`src/rtl/irqc_pkg.sv`:
```
package irqc_pkg;
  localparam int BYTE_W   = 8;
  localparam int OFF_W    = 2;
  localparam logic [OFF_W-1:0] OFF_MODE = 2'd1;
  localparam logic [OFF_W-1:0] OFF_TIME = 2'd3;
  localparam int PEND_LSB = 2;
  localparam int MASK_LSB = 4;
  localparam logic [BYTE_W-1:0] FILL_BYTE = 8'hFF;
endpackage

```
`src/rtl/irqc_pend_sampler.sv`:
```
module irqc_pend_sampler #(
  parameter int NCH = 2
) (
  input  logic           clk,
  input  logic           rst_n,
  input  logic [NCH-1:0] req_i,
  output logic [NCH-1:0] pend_q
);
  for (genvar c = 0; c < NCH; c++) begin : g_ch
    always_ff @(posedge clk) begin
      if (!rst_n) pend_q[c] <= 1'b0;
      else        pend_q[c] <= req_i[c];
    end
  end
endmodule

```
`src/rtl/irqc_mask_reg.sv`:
```
module irqc_mask_reg #(
  parameter int NCH = 2
) (
  input  logic           clk,
  input  logic           rst_n,
  input  logic           wr_i,
  input  logic [NCH-1:0] wdata_i,
  output logic [NCH-1:0] mask_nxt,
  output logic [NCH-1:0] mask_q
);
  always_comb mask_nxt = wr_i ? wdata_i : mask_q;

  always_ff @(posedge clk) begin
    if (!rst_n) mask_q <= '0;
    else        mask_q <= mask_nxt;
  end
endmodule

```
`src/rtl/irqc_timing_bank.sv`:
```
module irqc_timing_bank #(
  parameter int NCH = 2,
  parameter int DW  = 8,
  localparam int CW = (NCH > 1) ? $clog2(NCH) : 1
) (
  input  logic          clk,
  input  logic          rst_n,
  input  logic          wr_i,
  input  logic [CW-1:0] sel_i,
  input  logic [DW-1:0] wdata_i,
  output logic [DW-1:0] rdata_o
);
  logic [DW-1:0] tbyte [NCH];

  for (genvar c = 0; c < NCH; c++) begin : g_byte
    always_ff @(posedge clk) begin
      if (!rst_n)
        tbyte[c] <= '0;
      else if (wr_i && (sel_i == CW'(c)))
        tbyte[c] <= wdata_i;
    end
  end

  always_comb begin
    rdata_o = '0;
    for (int c = 0; c < NCH; c++)
      if (sel_i == CW'(c)) rdata_o = tbyte[c];
  end
endmodule

```
`src/rtl/irqc_line_combiner.sv`:
```
module irqc_line_combiner #(
  parameter int NCH = 2
) (
  input  logic           clk,
  input  logic           rst_n,
  input  logic [NCH-1:0] pend_nxt,
  input  logic [NCH-1:0] mask_nxt,
  output logic           irq_q
);
  logic [NCH-1:0] live;
  always_comb live = pend_nxt & ~mask_nxt;

  always_ff @(posedge clk) begin
    if (!rst_n) irq_q <= 1'b0;
    else        irq_q <= |live;
  end
endmodule

```
`src/rtl/dual_irq_combiner.sv`:
```
module dual_irq_combiner
  import irqc_pkg::*;
#(
  parameter int NCH = 2,
  localparam int CW = (NCH > 1) ? $clog2(NCH) : 1
) (
  input  logic              clk,
  input  logic              rst_n,
  input  logic [NCH-1:0]    chan_req,
  input  logic              acc_en,
  input  logic              acc_wr,
  input  logic [CW-1:0]     acc_chan,
  input  logic [OFF_W-1:0]  acc_off,
  input  logic [BYTE_W-1:0] acc_wdata,
  output logic              rd_valid,
  output logic [BYTE_W-1:0] rd_data,
  output logic              irq_o
);
  logic              mode_wr, time_wr, rd_req;
  logic [NCH-1:0]    pend_q, mask_q, mask_nxt;
  logic [BYTE_W-1:0] time_rd, mode_byte, rd_mux;

  always_comb begin
    rd_req  = acc_en && !acc_wr;
    mode_wr = acc_en && acc_wr && (acc_off == OFF_MODE);
    time_wr = acc_en && acc_wr && (acc_off == OFF_TIME);
  end

  irqc_pend_sampler #(.NCH(NCH)) u_pend (
    .clk(clk), .rst_n(rst_n), .req_i(chan_req), .pend_q(pend_q));

  irqc_mask_reg #(.NCH(NCH)) u_mask (
    .clk(clk), .rst_n(rst_n), .wr_i(mode_wr),
    .wdata_i(acc_wdata[MASK_LSB +: NCH]),
    .mask_nxt(mask_nxt), .mask_q(mask_q));

  irqc_timing_bank #(.NCH(NCH), .DW(BYTE_W)) u_time (
    .clk(clk), .rst_n(rst_n), .wr_i(time_wr), .sel_i(acc_chan),
    .wdata_i(acc_wdata), .rdata_o(time_rd));

  irqc_line_combiner #(.NCH(NCH)) u_line (
    .clk(clk), .rst_n(rst_n), .pend_nxt(chan_req),
    .mask_nxt(mask_nxt), .irq_q(irq_o));

  // Shared mode byte: pending flags and block flags, spare bits read 0
  always_comb begin
    mode_byte = '0;
    mode_byte[PEND_LSB +: NCH] = pend_q;
    mode_byte[MASK_LSB +: NCH] = mask_q;
  end

  always_comb begin
    unique case (acc_off)
      OFF_MODE: rd_mux = mode_byte;
      OFF_TIME: rd_mux = time_rd;
      default:  rd_mux = FILL_BYTE;
    endcase
  end

  always_ff @(posedge clk) begin
    if (!rst_n) begin
      rd_valid <= 1'b0;
      rd_data  <= '0;
    end else begin
      rd_valid <= rd_req;
      if (rd_req) rd_data <= rd_mux;
    end
  end
endmodule

```
`config.mk`:
```
export PLATFORM = sky130hd
export DESIGN_NAME = dual_irq_combiner
export DESIGN_NICKNAME = d
export VERILOG_FILES = /design/src/rtl/irqc_pkg.sv /design/src/rtl/irqc_pend_sampler.sv /design/src/rtl/irqc_mask_reg.sv /design/src/rtl/irqc_timing_bank.sv /design/src/rtl/irqc_line_combiner.sv /design/src/rtl/dual_irq_combiner.sv
export SDC_FILE = /design/constraint.sdc
export NUM_CORES = 1
export LEC_CHECK = 0
export BUFFER_PORTS_ARGS = -buffer_cell sky130_fd_sc_hd__buf_2
export CAP_MARGIN = 0
export CORE_MARGIN = 2
export CORE_UTILIZATION = 47
export DETAILED_ROUTE_END_ITERATION = 10
export GPL_ROUTABILITY_DRIVEN = 1
export HOLD_SLACK_MARGIN = 0.03
export PLACE_DENSITY = 0.73
export SETUP_SLACK_MARGIN = 0.15
export SLEW_MARGIN = 10
export SYNTH_ARGS = -nofsm -noshare
export SYNTH_HDL_FRONTEND = slang
export SYNTH_SLANG_ARGS = --single-unit
```
`constraint.sdc`:
```
create_clock -name clk -period 1.4 [get_ports clk]
set_clock_uncertainty 0.05 [all_clocks]
set_input_delay 0.14 -clock clk [delete_from_list [all_inputs] [get_ports clk]]
set_output_delay 0.14 -clock clk [all_outputs]
set_load 0.05 [all_outputs]
```
==> run_results.csv <==
group,metric,value,unit
sta,timing.final.crit_share,79.80,%
worst_setup_path,timing.critical_path.cells,"buf_2",
cells_and_area,fin_cells,173,
power_and_ir_drop,ir_drop,0.8085,mV
worst_setup_path,cp_slowest_cell,"dfxtp_1",
cells_and_area,final_area,0.001504,mm2
worst_setup_path,r2r_slack,0.34,ns
floorplanning,rows,18,
sta,setup_slack,0.2828,ns
power_and_ir_drop,p_total,1.703,mW
flow_run,cap_violations,0,
yosys,ys_types,20,
cts,clk_transition_reported_paths,0.09,ns
cells_and_area,syn_to_final_growth,22.40,%
worst_hold_path,hold_path.class,"primary input to flop",
placement,pre_cts_ws,0.1674,ns
outcome,status,"complete, no violations",
placement,io_buffers,26,
detailed_routing,drtIter0Drc,9,
cts,post_cts_buffers,0,
sta,finalHoldViolCount,0,
sta,setup-violations-final,0,
worst_setup_path,path_buf_inv,1,
floorplanning,die_y,55.13,um
worst_setup_path,cp.required,1.21,ns
placement,routabilityCongestion,0.7296,
cts,root_buffer,"clkbuf_4",
global_route,globalRoute.totalOverflow,0,
floorplanning,die_w,55.13,um
yosys,synth-seq-cells,30,
worst_setup_path,crit_type,"flop to output port",
yosys,yosysTopAreaCellShare,39.10,%
cts,htree_levels,2,
sta,rsz0062_at_grt,"false",
yosys,synth.largest_area_cell,"edfxtp_1",
sta,fin_crit,1.117,ns
placement,dp.cells,162,
cts,post_cts_resized,0,
yosys,ys_seq_area_share,61.91,%
worst_setup_path,crit_arrival,0.93,ns
worst_setup_path,critPathTopFamily,"flip-flops",
worst_setup_path,start_kind,"flop",
global_route,antenna_found_initial,0,
detailed_routing,drc,0,
cells_and_area,fillers,215,
global_route,grt_max_degree,16,
global_route,grt_pass1_vias,810,
power_and_ir_drop,power_density,1132,mW/mm2
detailed_routing,post_drt_via_cell_ratio,5.150,
cts,numClockSinks,30,
yosys,synth_cells,103,
global_route,grt_pass1_wl,3684,um
cells_and_area,drive_above_1_share,32.87,%
global_route,track_usage,18.24,%
power_and_ir_drop,leakage,0.6539,nW
sta,setup_tns,0,ns
cells_and_area,utilization,60.71,%
sta,whs,0.04636,ns
cells_and_area,regArea,760.7,um2
yosys,avgSynthCellArea,11.93,um2
worst_setup_path,slowest_delay,0.34,ns
sta,slew_headroom,80.63,%
floorplanning,start_util,49.60,%
worst_setup_path,cp_max_fo,2,
detailed_routing,final_antenna_net_count,0,
cells_and_area,layout.nets,159,
placement,dp_hpwl,1791,um
floorplanning,pin_count,27,
floorplanning,core_area,0.002477,mm2
cells_and_area,multiInputGateArea,439.2,um2
sta,max_freq,895.1,MHz
sta,worst-slew-pin-transition,0.2899,ns
detailed_routing,routed_wl,2384,um
detailed_routing,routedWlPerCell,13.78,um
detailed_routing,firstDrtPassIters,4,
placement,place_area,0.001424,mm2
floorplanning,die_area,0.003039,mm2
cts,clkLatencyLatePin,0.32,ns
cts,numCtsBuffers,5,
detailed_routing,routed-via-count,891,
sta,finalMaxSlewViolations,0,
cts,clk_path_buf_depth,2,
cts,tritoncts,"done",
yosys,synth_nets,120,
yosys,yosysWarnings,0,
worst_setup_path,endpoint_kind,"output port",
yosys,syn-cell-area,0.001229,mm2
cells_and_area,antenna_cells,0,
yosys,ys_top_cells_by_area,"edfxtp_1, dfxtp_1, and2_1",
-- layer usage --
layer / vias up / GRT usage [%] / wire, um
met5: - / 0 / 0
met4: 0 / 6.098 / 34
met3: 4 / 7.258 / 134
met2: 25 / 29.37 / 1150
met1: 416 / 22.28 / 1064
li1: 446 / - / -
-- cell usage in the layout (no fill, tap or decap), types with 2 or more instances in the layout --
cell,instances
a21oi_1,8
and2_1,20
buf_2,26
buf_4,7
clkbuf_4,5
dfxtp_1,14
dlygate4sd3_1,3
edfxtp_1,16
mux2_2,4
mux2i_1,6
nand2_1,6
nor2_1,8
o21ai_0,4
o21ai_1,2
o221a_2,4
-- state kept, by name (all words and copies together) (netlist names) --
| name | count |
|---|---|
| rd_data | 8 |
| rd_valid | 1 |
| u_line.irq_q | 1 |
| u_mask.mask_q | 2 |
| u_pend.pend_q | 2 |
| u_time.tbyte | 16 |
-- cell families after synthesis --
family,synth area share (%)
mux,8.554
flops,61.91
compound gates,10.08
buf+inv,2.342
simple gates,17.11
-- worst paths after layout --
check / start / end / cells past startpoint
worst max register to register: u_time.tbyte[1][3] / rd_data[3] / 3
worst min-delay path: rst_n / u_pend.pend_q[1] / 2
worst min register to register: rd_data[5] / rd_data[5] / 1
worst max-delay path: rd_data[0] / rd_data[0] / 1
-- area by class of cell --
cell class	instances	share of cell area, %
Multi-Input combinational cell	68	29.20
Inverter	1	0.2496
Clock inverter	2	0.5824
Clock buffer	6	2.745
Sequential cell	30	50.58
Timing Repair Buffer	36	14.14
Tap cell	30	2.496
-- repair_timing --
action	4_1_cts	5_1_grt
hold buffers	2	1
endpoints found under the setup margin	0	0
endpoints found under the hold margin	2	1
-- report_power, final --
part / internal, mW / switching (mW) / total (mW)
Sequential: 0.976 / 0.0168 / 0.993
Clock: 0.188 / 0.281 / 0.469
Combinational: 0.0882 / 0.152 / 0.241
-- Yosys cell counts (all sizes together) --
master  instances
nor2            8
a21oi           8
a22o            1
o21ai           6
nor2b           1
inv             1
nand4           1
nand4b          1
nand2           6
mux2i           6
o221a           4
nand3           1
nand2b          1
and2           20
mux2            4
clkbuf          1
buf             3
dfxtp          14
edfxtp         16
Note: power is estimated with default switching activity, not from simulation.
